File: config.mk
export PLATFORM = sky130hd
export DESIGN_NAME = ulpi_fctl
export DESIGN_NICKNAME = d
export VERILOG_FILES = /design/src/rtl/ulpi_fctl_pkg.sv /design/src/rtl/ulpi_fctl_regfile.sv /design/src/rtl/ulpi_fctl_rstseq.sv /design/src/rtl/ulpi_fctl_decode.sv /design/src/rtl/ulpi_fctl.sv
export SDC_FILE = /design/constraint.sdc
export NUM_CORES = 1
export LEC_CHECK = 0
export BUFFER_PORTS_ARGS = -buffer_cell sky130_fd_sc_hd__buf_2
export CAP_MARGIN = 30
export CORE_AREA = 2 2 46 48
export DETAILED_ROUTE_END_ITERATION = 8
export DIE_AREA = 0 0 48 50
export GPL_TIMING_DRIVEN = 0
export PLACE_DENSITY = 0.8
export SLEW_MARGIN = 15
export SYNTH_ARGS = -nofsm -noshare
export SYNTH_HDL_FRONTEND = slang
export SYNTH_HIERARCHICAL = 1
export SYNTH_SLANG_ARGS = --single-unit
File: constraint.sdc
create_clock -name clk -period 3.3 [get_ports clk]
set_input_delay 0.66 -clock clk [delete_from_list [all_inputs] [get_ports clk]]
set_output_delay 0.66 -clock clk [all_outputs]
set_load 0.05 [all_outputs]
File: src/rtl/ulpi_fctl_pkg.sv
package ulpi_fctl_pkg;

    localparam int REG_W = 8;

    // bit positions inside the control register
    localparam int B_SPD_LO = 0;
    localparam int B_TERM   = 2;
    localparam int B_OPM_LO = 3;
    localparam int B_SRST   = 5;
    localparam int B_SUSPN  = 6;
    localparam int B_RSVD   = 7;

    localparam logic [REG_W-1:0] CTRL_RESET = 8'h41;

    typedef enum logic [1:0] {
        SPD_HS     = 2'b00,
        SPD_FS     = 2'b01,
        SPD_LS     = 2'b10,
        SPD_FS_PRE = 2'b11
    } speed_e;

    typedef enum logic [1:0] {
        OPM_NORMAL  = 2'b00,
        OPM_NODRIVE = 2'b01,
        OPM_RAW     = 2'b10,
        OPM_NOSYNC  = 2'b11
    } opmode_e;

    typedef enum logic [1:0] {
        SEQ_IDLE,
        SEQ_HOLD,
        SEQ_GAP,
        SEQ_RXCMD
    } seq_state_e;

endpackage

File: src/rtl/ulpi_fctl_regfile.sv
module ulpi_fctl_regfile
    import ulpi_fctl_pkg::*;
#(
    parameter int                ADDR_W    = 6,
    parameter logic [ADDR_W-1:0] BASE_ADDR = 6'h04
) (
    input  logic              clk,
    input  logic              rst_n,
    input  logic              wr_en,
    input  logic [ADDR_W-1:0] addr,
    input  logic [REG_W-1:0]  wdata,
    input  logic              lock,
    input  logic              clr_srst,
    input  logic              lp_exit,
    output logic [REG_W-2:0]  ctrl_live,
    output logic [REG_W-1:0]  rd_data
);

    localparam logic [ADDR_W-1:0] A_LOAD = BASE_ADDR;
    localparam logic [ADDR_W-1:0] A_SET  = BASE_ADDR + ADDR_W'(1);
    localparam logic [ADDR_W-1:0] A_CLR  = BASE_ADDR + ADDR_W'(2);

    typedef struct packed {
        logic [REG_W-1:0] ctrl;
    } rf_t;

    rf_t rf_d, rf_q;
    logic hit;

    always_comb begin
        rf_d = rf_q;
        hit  = (addr == A_LOAD) || (addr == A_SET) || (addr == A_CLR);
        if (wr_en && !lock) begin
            if (addr == A_LOAD)     rf_d.ctrl = wdata;
            else if (addr == A_SET) rf_d.ctrl = rf_q.ctrl | wdata;
            else if (addr == A_CLR) rf_d.ctrl = rf_q.ctrl & ~wdata;
        end
        if (clr_srst) rf_d.ctrl[B_SRST]  = 1'b0;
        if (lp_exit)  rf_d.ctrl[B_SUSPN] = 1'b1;
        rf_d.ctrl[B_RSVD] = 1'b0;
    end

    always_ff @(posedge clk or negedge rst_n) begin
        if (!rst_n) rf_q <= '{ctrl: CTRL_RESET};
        else        rf_q <= rf_d;
    end

    assign ctrl_live = rf_q.ctrl[REG_W-2:0];
    assign rd_data   = hit ? rf_q.ctrl : '0;

endmodule

File: src/rtl/ulpi_fctl_rstseq.sv
module ulpi_fctl_rstseq
    import ulpi_fctl_pkg::*;
#(
    parameter int HOLD_CYC = 8
) (
    input  logic clk,
    input  logic rst_n,
    input  logic srst_bit,
    output logic busy,
    output logic clr_srst,
    output logic xcvr_rst,
    output logic dir_req,
    output logic rxcmd_req
);

    localparam int CNT_W = (HOLD_CYC > 1) ? $clog2(HOLD_CYC) : 1;
    localparam logic [CNT_W-1:0] CNT_LOAD = CNT_W'(HOLD_CYC - 1);

    typedef struct packed {
        seq_state_e       st;
        logic [CNT_W-1:0] cnt;
    } seq_t;

    seq_t seq_d, seq_q;

    always_comb begin
        seq_d    = seq_q;
        clr_srst = 1'b0;
        case (seq_q.st)
            SEQ_IDLE: begin
                if (srst_bit) begin
                    seq_d.st  = SEQ_HOLD;
                    seq_d.cnt = CNT_LOAD;
                end
            end
            SEQ_HOLD: begin
                if (seq_q.cnt == '0) begin
                    seq_d.st = SEQ_GAP;
                    clr_srst = 1'b1;
                end else begin
                    seq_d.cnt = seq_q.cnt - CNT_W'(1);
                end
            end
            SEQ_GAP:   seq_d.st = SEQ_RXCMD;
            SEQ_RXCMD: seq_d.st = SEQ_IDLE;
            default:   seq_d.st = SEQ_IDLE;
        endcase
    end

    always_ff @(posedge clk or negedge rst_n) begin
        if (!rst_n) seq_q <= '{st: SEQ_IDLE, cnt: '0};
        else        seq_q <= seq_d;
    end

    assign busy      = srst_bit || (seq_q.st != SEQ_IDLE);
    assign xcvr_rst  = (seq_q.st == SEQ_HOLD);
    assign dir_req   = (seq_q.st == SEQ_HOLD) || (seq_q.st == SEQ_RXCMD);
    assign rxcmd_req = (seq_q.st == SEQ_RXCMD);

endmodule

File: src/rtl/ulpi_fctl_decode.sv
module ulpi_fctl_decode
    import ulpi_fctl_pkg::*;
(
    input  logic [1:0] speed,
    input  logic       term_bit,
    input  logic [1:0] opmode,
    input  logic       suspend_n,
    output logic       xcvr_hs,
    output logic       xcvr_fs,
    output logic       xcvr_ls,
    output logic       ls_preamble,
    output logic       term_sel,
    output logic       tx_nondrive,
    output logic       coding_bypass,
    output logic       sync_eop_bypass,
    output logic       low_power
);

    speed_e  spd;
    opmode_e opm;

    always_comb begin
        spd             = speed_e'(speed);
        opm             = opmode_e'(opmode);
        xcvr_hs         = (spd == SPD_HS);
        xcvr_fs         = (spd == SPD_FS) || (spd == SPD_FS_PRE);
        xcvr_ls         = (spd == SPD_LS);
        ls_preamble     = (spd == SPD_FS_PRE);
        term_sel        = term_bit;
        tx_nondrive     = (opm == OPM_NODRIVE);
        coding_bypass   = (opm == OPM_RAW);
        sync_eop_bypass = (opm == OPM_NOSYNC);
        low_power       = !suspend_n;
    end

endmodule

File: src/rtl/ulpi_fctl.sv
module ulpi_fctl
    import ulpi_fctl_pkg::*;
#(
    parameter int                ADDR_W    = 6,
    parameter logic [ADDR_W-1:0] BASE_ADDR = 6'h04,
    parameter int                HOLD_CYC  = 8
) (
    input  logic              clk,
    input  logic              rst_n,
    input  logic              wr_en,
    input  logic [ADDR_W-1:0] addr,
    input  logic [7:0]        wdata,
    output logic [7:0]        rd_data,
    input  logic              lp_exit,
    output logic              xcvr_hs,
    output logic              xcvr_fs,
    output logic              xcvr_ls,
    output logic              ls_preamble,
    output logic              term_sel,
    output logic              tx_nondrive,
    output logic              coding_bypass,
    output logic              sync_eop_bypass,
    output logic              low_power,
    output logic              xcvr_rst,
    output logic              dir_req,
    output logic              rxcmd_req
);

    logic [REG_W-2:0] ctrl;
    logic             busy;
    logic             clr_srst;

    ulpi_fctl_regfile #(
        .ADDR_W    (ADDR_W),
        .BASE_ADDR (BASE_ADDR)
    ) u_regs (
        .clk       (clk),
        .rst_n     (rst_n),
        .wr_en     (wr_en),
        .addr      (addr),
        .wdata     (wdata),
        .lock      (busy),
        .clr_srst  (clr_srst),
        .lp_exit   (lp_exit),
        .ctrl_live (ctrl),
        .rd_data   (rd_data)
    );

    ulpi_fctl_rstseq #(
        .HOLD_CYC (HOLD_CYC)
    ) u_seq (
        .clk       (clk),
        .rst_n     (rst_n),
        .srst_bit  (ctrl[B_SRST]),
        .busy      (busy),
        .clr_srst  (clr_srst),
        .xcvr_rst  (xcvr_rst),
        .dir_req   (dir_req),
        .rxcmd_req (rxcmd_req)
    );

    ulpi_fctl_decode u_dec (
        .speed           (ctrl[B_SPD_LO +: 2]),
        .term_bit        (ctrl[B_TERM]),
        .opmode          (ctrl[B_OPM_LO +: 2]),
        .suspend_n       (ctrl[B_SUSPN]),
        .xcvr_hs         (xcvr_hs),
        .xcvr_fs         (xcvr_fs),
        .xcvr_ls         (xcvr_ls),
        .ls_preamble     (ls_preamble),
        .term_sel        (term_sel),
        .tx_nondrive     (tx_nondrive),
        .coding_bypass   (coding_bypass),
        .sync_eop_bypass (sync_eop_bypass),
        .low_power       (low_power)
    );

endmodule

### Word level (Yosys, flattened, before mapping)

Cells that the tools add are included.

| storage, ports and cells | value |
|---|---|
| memories | 0 |
| memory bits (writable) | 0 |
| bits in read-only memories | 0 |
| word-level logic and storage cells | 61 |
| bits of input ports | 18 |
| output and inout bits | 20 |
| register bits after elaboration | 12 |
| latch bits | 0 |

| operators by class | value |
|---|---|
| bitwise operators | 3 |
| multiplexer cells | 14 |
| reductions and logical operators | 23 |
| $lt $le $gt $ge | 0 |
| add/sub/neg operators | 1 |
| divide/modulo/power cells | 0 |
| eq/ne operators | 15 |
| multiply operators | 0 |
| shifts and indexed selects | 0 |

Operators by type and width:

| cell | count |
|---|---|
| $mux W7 | 5 |
| $eq A6 B3 Y1 const B | 3 |
| $eq A2 B2 Y1 const B | 6 |
| $pmux W2 S4 | 1 |
| $reduce_and A2 Y1 | 4 |
| $reduce_bool A2 Y1 | 4 |
| $reduce_bool A4 Y1 | 2 |
| $and A7 B7 Y7 | 1 |
| $not A7 Y7 | 1 |
| $or A7 B7 Y7 | 1 |
| $eq A2 B1 Y1 const B | 3 |
| $pmux W3 S2 | 1 |
| $logic_or A1 B1 Y1 | 5 |
| $mux W5 | 1 |
| $logic_not A2 Y1 | 2 |
| $mux W1 | 4 |
| $ne A2 B2 Y1 const B | 2 |
| $logic_not A3 Y1 | 1 |
| $mux W3 | 1 |
| $reduce_and A3 Y1 | 1 |
| $reduce_bool A3 Y1 | 1 |
| $sub A3 B1 Y3 const B | 1 |
| $logic_not A1 Y1 | 2 |
| $mux W2 | 1 |
| 2 further kinds | 2 |

### Depth between registers and ports, before layout

Gate-level depths: netlist of run 1.

| depth | value |
|---|---|
| word-level depth | 7 |
| depth in mapped cells | 8 |
| depth with buffers taken out | 7 |

### Hierarchy

Netlist of run 1, hierarchy kept.

Modules (own cells, without submodules):

| module | seq. area each (um^2) | cells each | area an instance (um^2) | instances |
|---|---|---|---|---|
| ulpi_fctl_regfile | 177.7 | 45 | 470.5 | 1 |
| ulpi_fctl_rstseq | 125.1 | 36 | 385.4 | 1 |
| ulpi_fctl_decode | 0.0 | 9 | 53.8 | 1 |

### Worst setup path after synthesis of run 1

No wires, ideal clock.

| timing path | value |
|---|---|
| path kind | in2out |
| from | in addr[5] |
| to | out rd_data[0] |
| data arrival time | 1697 ps |
| cell stages on the path | 3 |
| required time | 2640 ps |
| path buffers | 1 |
| path slack | 943 ps |
| cell sequence | nor4b_4 > clkbuf_2 > and3_1 |

| on the way | value |
|---|---|
| longest elaborated chain between the ends | 4 |
| elaborated cells on any way between the ends | 6 |
| those cells by class | eq/ne: 3; mux: 1; reduce/logical: 2 |

Ends and longest elaborated chain:

| what | line | RTL |
|---|---|---|
| from (decl) | ulpi_fctl.sv:11 | `input logic [ADDR_W-1:0] addr,` |
| $eq A6 B3 Y1 | ulpi_fctl_regfile.sv:32 | `hit = (addr == A_LOAD) \|\| (addr == A_SET) \|\| (addr == A_CLR);` |
| $logic_or A1 B1 Y1 | ulpi_fctl_regfile.sv:32 |  |
| $logic_or A1 B1 Y1 (*) | ulpi_fctl_regfile.sv:32 |  |
| $mux W7 (*) | ulpi_fctl_regfile.sv:49 | `assign rd_data = hit ? rf_q.ctrl : '0;` |
| to (decl) | ulpi_fctl.sv:13 | `output logic [7:0] rd_data,` |

Every way passes the cells marked *; elsewhere a longest branch is shown, timed or not.

### Worst setup path after layout of run 1

| timing path | value |
|---|---|
| from | in addr[5] |
| to | out rd_data[5] |

The elaborated chain is that of the path after synthesis.

==> flow_metrics.tcl, run 1 <==
set metrics [dict create \
    path_class "input pin to primary output" \
    synthTopCellsByArea "dfrtp_1 (28%), ha_1 (11%), dfstp_2 (5.8%), o2111ai_1 (5.8%), a22o_1 (4.8%)" \
    grt_pass1_wl_um 3153 \
    vias_per_cell 5.147 \
    stdcell_count 156 \
    fillers 171 \
    setup_viol 0 \
    critPathRequiredTime_ns 2.64 \
    n_antenna_cell 0 \
    die_area_um2 2400 \
    post-place-cells 152 \
    vias 803 \
    min_period_over_period 0.7717 \
    arrival_ns 1.89 \
    cts_tree "yes" \
    place_area_um2 1119 \
    firstDrtPassIters 4 \
    setup_slack_ns 0.7532 \
    final_max_slew_viol_count 0 \
    startpoint_type "input pin" \
    leakage_uw 0.0006199 \
    post_cts_buffers 0 \
    hp-class "input pin to asynchronous set/reset pin" \
    htreeDepth 1 \
    core-area_um2 1902 \
    maxCapViolCount 0 \
    synth.ff_latch_count 12 \
    fp-row-count 16 \
    first_global_vias 729 \
    area.growth.synth_to_final_pct 25.86 \
    fp.dieW_um 48 \
    wl_per_cell_um 12.60 \
    multiInputGateArea_um2 549.3 \
    drc_errors 0 \
    cts_num_sinks 12 \
    layout_commonest_cell "buf_2" \
    register_area_um2 302.8 \
    fin_nets 156 \
    status "complete, no violations" \
    place_ws_ns 0.7572 \
    powerDensity_nw_per_um2 595.0 \
    grt_usage 0.1871 \
    fmax_mhz 392.7 \
    start_util 0.4783 \
    grt_max_degree 13 \
    gp_congestion 0.7628 \
    finalHoldViolations 0 \
    wl_um 1965 \
    syn-num-nets 116 \
    drtIter0Drc 18 \
    numCtsBuffers 3 \
    dp_hpwl_um 1547 \
    clk-insertion-delay-late_ns 0.27 \
    path_clk_slew_ns 0.07 \
    yosysWarnings 6 \
    portBuffers 35 \
    finalInstanceArea_um2 1145 \
    rsz0062_at_grt "no" \
    cts_resized 0 \
    seq_area_frac_synth 0.3329 \
    endpoint_kind "primary output" \
    antenna_found_initial 0 \
    die_h_um 50 \
    ir_worst_vdd_v 0.0005599 \
    most-common-layout-cells "buf_2 (35), dfrtp_1 (10), ha_1 (8)" \
    yosysUniqueCellTypes 35 \
    gr-total-overflow 0 \
    ios 38 \
    clockBufferDepth 2 \
    yosys.area.top_type "dfrtp_1" \
    fin_crit_ns 2.547 \
    syn_avg_cell_area_um2 10.11 \
    path_max_fanout 10 \
    clock-root-buffer "clkbuf_4" \
    skew_ns 0.001307 \
    ctsHoldBuffers 0 \
    ant_nets 0 \
    finalSetupTns_ns 0 \
    synth_top_area_share 0.2751 \
    netlist_area_um2 909.6 \
    syn_inst 90 \
    final_layout_size_suffix_gt1_frac 0.4341 \
]
==> through the flow <==
stage / utilization / hold WS (ns) / total power, uW
after floorplan: - / 0.3644 / 510.6
after global placement: 0.5882 / 0.5014 / 568.3
after detailed placement: 0.5882 / 0.5097 / 587.1
after CTS: 0.6020 / 0.2536 / 687.7
after global routing: 0.6020 / 0.2621 / 732.6
final: 0.6020 / 0.2531 / 681.1
==> kinds of logic (layout without fill, tap and decap cells) <==
family	Yosys count	in the layout	share of synthesized area
compound gates	16	16	0.1485
fa+ha+maj	8	8	0.1100
buf+inv	13	52	0.06327
flops	12	12	0.3329
mux	4	4	0.05640
other cells	1	1	0.004123
simple gates	36	36	0.2847
==> worst paths after layout <==
check	slack, ns	cells past startpoint	endpoint	from
setup / recovery	0.75	5	rd_data[5]	addr[5]
hold / removal	0.25	1	u_seq/seq_q[4]	rst_n
setup reg to reg	1.30	8	u_regs/rf_q[5]	u_seq/seq_q[3]
hold reg to reg	0.53	1	flip-flop	flip-flop
max in group asynchronous	2.78	1	asynchronous set/reset pin	rst_n
min in group clk	0.53	1	flip-flop	flip-flop
==> critical path: stages <==
cell,delay [ns]
buf_2,0.12
nor4b_4,0.41
clkbuf_2,0.26
and3_1,0.18
buf_2,0.26
==> where the power goes <==
part	switching, uW	leakage (uW)	internal [uW]
clock	49.6	0.0000150	46.8
sequential	31.3	0.000136	183
combinational	233	0.000469	138
total	314	0.000620	368
==> area by class of cell <==
type                            count  area share
Multi-Input combinational cell     65      0.4798
Sequential cell                    12      0.2645
Timing Repair Buffer               35      0.1530
Tap cell                           27     0.02951
Buffer                              6     0.02732
Clock buffer                        4     0.02295
Inverter                            7     0.02295
==> per-layer routing <==
metal	vias to the layer above	global-route usage	wire length [um]
met5	-	0	0
met4	0	0.1351	57
met3	4	0.02198	54
met2	22	0.2844	1005
met1	377	0.2308	847
li1	400	-	-
==> synth_stat cells, drive strengths merged <==
cell type / count
a2bb2oi: 1
ha: 8
and2b: 2
or2: 2
mux2: 3
o21ai: 1
nor2: 5
nor4: 1
and3b: 1
nand3: 1
nand2: 5
or4b: 1
a221o: 2
o2111ai: 6
nand2b: 1
inv: 7
a22o: 5
a21oi: 1
nor4b: 1
nor3: 1
buf: 2
dfrtp: 10
conb: 1
dfstp: 2
mux2i: 1
nor2b: 4
clkbuf: 4
and2: 3
and3: 7
or3b: 1
No activity file was read; power rests on OpenSTA's default activity.
==> run 2, diff against run 1 <==
--- a/config.mk
+++ b/config.mk
@@ -7,11 +7,11 @@
 export LEC_CHECK = 0
 export BUFFER_PORTS_ARGS = -buffer_cell sky130_fd_sc_hd__buf_2
 export CAP_MARGIN = 30
-export CORE_AREA = 2 2 46 48
+export CORE_AREA = 2 2 47 49
 export DETAILED_ROUTE_END_ITERATION = 8
-export DIE_AREA = 0 0 48 50
+export DIE_AREA = 0 0 49 51
 export GPL_TIMING_DRIVEN = 0
-export PLACE_DENSITY = 0.8
+export PLACE_DENSITY = 0.77
 export SLEW_MARGIN = 15
 export SYNTH_ARGS = -nofsm -noshare
 export SYNTH_HDL_FRONTEND = slang
==> constraint.sdc (replaced) <==
create_clock -name clk -period 2.41 [get_ports clk]
set_input_delay 0.482 -clock clk [delete_from_list [all_inputs] [get_ports clk]]
set_output_delay 0.482 -clock clk [all_outputs]
set_load 0.05 [all_outputs]
==> run 2 against run 1 <==
Hold slack worse by 0.17 ns; global-route usage is 2.0 points lower; first-iteration DRC count is 28% lower; total power increased by 36%; register-to-register slack got worse by 0.84 ns; routed wire length shrank 5.4%; count of clock-buffer cells in the layout did not move; sequential cell count unchanged; sequential power increased by 36%; critical path type unchanged; clock power increased by 36%; non-clock buffer count did not move; cell count rose by 0.64%.
==> flow_metrics.tcl, run 2 (same netlist as run 1, synthesis figures left out) <==
set metrics [dict create \
    register_area_um2 302.8 \
    leakage_uw 0.0006199 \
    startpoint_type "input pin" \
    area.growth.synth_to_final_pct 26.00 \
    ios 38 \
    layout_commonest_cell "buf_2" \
    n_antenna_cell 0 \
    maxCapViolCount 0 \
    drtIter0Drc 13 \
    place_area_um2 1120 \
    wl_met1_um 774 \
    fin_crit_ns 2.186 \
    seqPwrFrac 0.315 \
    gp_congestion 0.7633 \
    wl_per_cell_um 11.83 \
    path_clk_slew_ns 0.08 \
    clkPwrFrac 0.141 \
    status "complete, no violations" \
    cts_resized 0 \
    antenna_found_initial 0 \
    finalInstanceArea_um2 1146 \
    start_util 0.4409 \
    final_max_slew_viol_count 0 \
    post_cts_buffers 0 \
    ctsHoldBuffers 0 \
    dr_wl_met3_um 107 \
    final_layout_size_suffix_gt1_frac 0.4341 \
    r2r_start "u_seq/seq_q[3]" \
    multiInputGateArea_um2 549.3 \
    rsz0062_at_grt "no" \
    path_buf_inv 3 \
    ir_worst_vdd_v 0.0008190 \
    wl_um 1858 \
    fin_nets 156 \
    vias 785 \
    p_comb_frac 0.544 \
    crit_start "addr[5]" \
    die_area_um2 2499 \
    dp_hpwl_um 1487 \
    powerDensity_nw_per_um2 809.3 \
    cp_slowest_cell "nor4b_4" \
    die_h_um 51 \
    most-common-layout-cells "buf_2 (35), dfrtp_1 (10), ha_1 (8)" \
    grt_pass1_wl_um 3229 \
    setup_viol 0 \
    fmax_mhz 457.5 \
    drc_errors 0 \
    min_period_over_period 0.9069 \
    skew_ns 0.006084 \
    path_class "input pin to primary output" \
    p_sw_frac 0.4579 \
    p_int_uw 502.8 \
    top_layer_used "met3" \
    clock-root-buffer "clkbuf_4" \
    endpoint_kind "primary output" \
    grt_usage 0.1666 \
    finalHoldViolations 0 \
    ant_nets 0 \
    critical_path.top_delay_family "buffers and inverters" \
    cts_tree "yes" \
    fp.dieW_um 49 \
    portBuffers 35 \
    first_global_vias 724 \
    grt_max_degree 13 \
    htreeDepth 1 \
    clockBufferDepth 2 \
    cts_num_sinks 12 \
    fp-row-count 17 \
    worst_path_most_repeated_cell "buf_2" \
    gr-total-overflow 0 \
    firstDrtPassIters 5 \
    hp-class "input pin to asynchronous set/reset pin" \
    finalSetupTns_ns 0 \
    p_sw_uw 424.7 \
    clk-insertion-delay-late_ns 0.27 \
    critPathRequiredTime_ns 1.93 \
    fillers 209 \
    max_stage_delay_ns 0.41 \
    arrival_ns 1.70 \
    met2WireLength_um 977 \
    path_cells "buf_2 -> nor4b_4 -> clkbuf_2 -> and3_1 -> buf_2" \
    vias_per_cell 5.000 \
    path_max_fanout 10 \
    numCtsBuffers 3 \
    core-area_um2 2063 \
]
==> run 2: cell counts in the layout (fill, tap and decap cells not counted) <==
No cell type changed its count.
==> run 2: metal layers <==
| metal | vias to the layer above | GRT usage |
|---|---|---|
| li1 | 396 | - |
| met1 | 363 | 0.2029 |
| met2 | 26 | 0.2922 |
| met3 | 0 | 0.03509 |
| met4 | 0 | 0.05714 |
| met5 | - | 0 |
==> run 2: worst reg2reg max path: cells and delay by family (launching register included) <==
family,cells,cell delay (ns)
buffers and inverters,3,0.46
flip-flops,1,0.42
AO/OA/AOI/OAI,1,0.33
adder cells (fa/ha/maj),1,0.18
AND/OR/NAND/NOR,3,0.44
==> run 2: final timing paths <==
check / end / slack (ns) / cells after the start
worst min-delay path: asynchronous set/reset pin / 0.08 / 1
worst max register to register: u_regs/rf_q[5] / 0.46 / 8
worst max-delay path: rd_data[6] / 0.22 / 5
worst min register to register: u_seq/seq_q[1] / 0.52 / 1
min in group clk: u_regs/rf_q[6] / 0.43 / 2
max in group asynchronous: u_regs/rf_q[6] / 2.05 / 1
==> run 2: layout make-up <==
class | count | share of cell area
Multi-Input combinational cell | 65 | 0.4793
Tap cell | 28 | 0.03057
Sequential cell | 12 | 0.2642
Timing Repair Buffer | 35 | 0.1528
Buffer | 6 | 0.02729
Inverter | 7 | 0.02293
Clock buffer | 4 | 0.02293
==> run 2: stage by stage <==
stage | hold WS, ns | worst slack, ns | total power (uW) | cells | util
floorplan | 0.1864 | 0.4093 | 699.1 | 90 | -
global placement | 0.3772 | 0.2217 | 781.6 | 153 | 0.5428
detailed placement | 0.3823 | 0.2291 | 802.3 | 153 | 0.5428
CTS | 0.08239 | 0.2295 | 938.4 | 157 | 0.5555
global route | 0.08312 | 0.1413 | 1003 | 157 | 0.5555
finish | 0.07848 | 0.2244 | 927.5 | 157 | 0.5555
==> run 2: power by group through the flow <==
stage / Combinational, uW / Sequential (uW) / Clock (uW)
CTS: 510 / 293 / 135
detailed placement: 506 / 296 / 0
finish: 505 / 292 / 131
global route: 548 / 305 / 150
floorplan: 414 / 285 / 0
global placement: 489 / 292 / 0
==> run 3, diff against run 2 <==
--- a/config.mk
+++ b/config.mk
@@ -5,13 +5,13 @@
 export SDC_FILE = /design/constraint.sdc
 export NUM_CORES = 1
 export LEC_CHECK = 0
-export BUFFER_PORTS_ARGS = -buffer_cell sky130_fd_sc_hd__buf_2
+export BUFFER_PORTS_ARGS = -buffer_cell sky130_fd_sc_hd__buf_4
 export CAP_MARGIN = 30
-export CORE_AREA = 2 2 47 49
+export CORE_AREA = 2 2 46 48
 export DETAILED_ROUTE_END_ITERATION = 8
-export DIE_AREA = 0 0 49 51
+export DIE_AREA = 0 0 48 50
 export GPL_TIMING_DRIVEN = 0
-export PLACE_DENSITY = 0.77
+export PLACE_DENSITY = 0.8
 export SLEW_MARGIN = 15
 export SYNTH_ARGS = -nofsm -noshare
 export SYNTH_HDL_FRONTEND = slang
==> constraint.sdc (replaced) <==
create_clock -name clk -period 2.8 [get_ports clk]
set_input_delay 0.56 -clock clk [delete_from_list [all_inputs] [get_ports clk]]
set_output_delay 0.56 -clock clk [all_outputs]
set_load 0.05 [all_outputs]
==> run 3 against run 2 <==
Clock skew up 0.00092 ns; critical path type unchanged; worst setup slack better by 0.31 ns; via count shrank 0.64%; sequential power decreased by 14%; register-to-register slack better by 0.34 ns; largest cell class unchanged; cell count decreased by 0.64%.
==> flow_metrics.tcl, run 3 (same netlist as run 1, synthesis figures left out) <==
set metrics [dict create \
    status "complete, no violations" \
    dr_wl_met3_um 55 \
    cts_num_sinks 12 \
    vias 780 \
    cp_slowest_cell "nor4b_4" \
    fp-row-count 16 \
    grt_max_degree 13 \
    fin_nets 156 \
    post_cts_buffers 0 \
    vias_per_cell 5.000 \
    rsz0062_at_grt "no" \
    hp-class "input pin to asynchronous set/reset pin" \
    holdWs_ns 0.1068 \
    path_clk_slew_ns 0.08 \
    wl_met1_um 854 \
    worst_path_most_repeated_cell "buf_4" \
    maxCapViolCount 0 \
    ios 38 \
    finalInstanceArea_um2 1232 \
    htreeDepth 1 \
    drtIter0Drc 11 \
    ir_worst_vdd_v 0.0005692 \
    critPathRequiredTime_ns 2.24 \
    ant_nets 0 \
    skew_ns 0.007008 \
    top_layer_used "met4" \
    finalPower_uw 822.7 \
    numCtsBuffers 3 \
    area.growth.synth_to_final_pct 35.49 \
    path_class "input pin to primary output" \
    ctsHoldBuffers 0 \
    fmax_mhz 441.1 \
    endpoint_kind "primary output" \
    cts_resized 0 \
    n_antenna_cell 0 \
    met2WireLength_um 965 \
    path_max_fanout 10 \
    place_area_um2 1206 \
    firstDrtPassIters 4 \
    gr-total-overflow 0 \
    clk-insertion-delay-late_ns 0.28 \
    grt_pass1_wl_um 3298 \
    grt_usage 0.1897 \
    dp_hpwl_um 1584 \
    wl_per_cell_um 12.36 \
    fin_crit_ns 2.267 \
    max_stage_delay_ns 0.38 \
    start_util 0.4783 \
    wl_um 1928 \
    portBuffers 35 \
    clock-root-buffer "clkbuf_4" \
    final_max_slew_viol_count 0 \
    antenna_found_initial 0 \
    path_cells "buf_4 -> nor4b_4 -> clkbuf_2 -> and3_1 -> buf_4" \
    finalHoldViolations 0 \
    die_area_um2 2400 \
    setup_viol 0 \
    leakage_uw 0.0006355 \
    core-area_um2 1902 \
    final_layout_size_suffix_gt1_frac 0.4341 \
    startpoint_type "input pin" \
    min_period_over_period 0.8096 \
    drc_errors 0 \
    most-common-layout-cells "buf_4 (37), dfrtp_1 (10), ha_1 (8)" \
    gp_congestion 0.7629 \
    finalSetupTns_ns 0 \
    arrival_ns 1.71 \
    layout_commonest_cell "buf_4" \
    fp.dieW_um 48 \
    clockBufferDepth 2 \
    powerDensity_nw_per_um2 667.6 \
    cts_tree "yes" \
    die_h_um 50 \
    first_global_vias 810 \
]
-- run 3: worst max-delay path, delay by kind of cell --
family | cells | cell delay, ns
buf+inv | 3 | 0.57
simple gates | 2 | 0.56
-- run 3: power by group --
part,total (uW),internal (uW),leakage (uW),switching [uW]
logic,453,189,0.000484,265
registers,252,215,0.000136,36.5
clock network,117,55.2,0.0000150,62.2
-- run 3: through the flow --
step                  util  cells  worst slack, ns
finish              0.6480    156           0.5330
floorplan                -     90           0.6433
detailed placement  0.6342    152           0.5237
CTS                 0.6480    156           0.5271
global route        0.6480    156           0.4436
global placement    0.6342    152           0.5197
-- run 3: final timing paths --
| check | from | end | slack (ns) | depth (start not counted) |
|---|---|---|---|---|
| worst max-delay path | addr[5] | rd_data[5] | 0.53 | 5 |
| worst min-delay path | rst_n | u_seq/seq_q[3] | 0.11 | 1 |
| worst max register to register | u_seq/seq_q[3] | u_regs/rf_q[6] | 0.80 | 8 |
| worst min register to register | u_seq/seq_q[1] | u_seq/seq_q[1] | 0.53 | 1 |
| max in group asynchronous | rst_n | asynchronous set/reset pin | 2.45 | 1 |
| min in group clk | lp_exit | u_regs/rf_q[6] | 0.49 | 2 |
-- run 3: metal layers --
layer  vias up  GRT usage
li1        398          -
met1       356     0.2573
met2        20     0.2844
met3         6    0.02198
met4         0    0.09910
met5         -          0
-- run 3: area by class of cell --
cell class | instances | area [um2]
Buffer | 6 | 31.28
Clock buffer | 4 | 26.28
Fill cell | 173 | 669.4
Inverter | 7 | 26.28
Multi-Input combinational cell | 65 | 549.3
Sequential cell | 12 | 302.8
Tap cell | 27 | 33.78
Timing Repair Buffer | 35 | 262.8
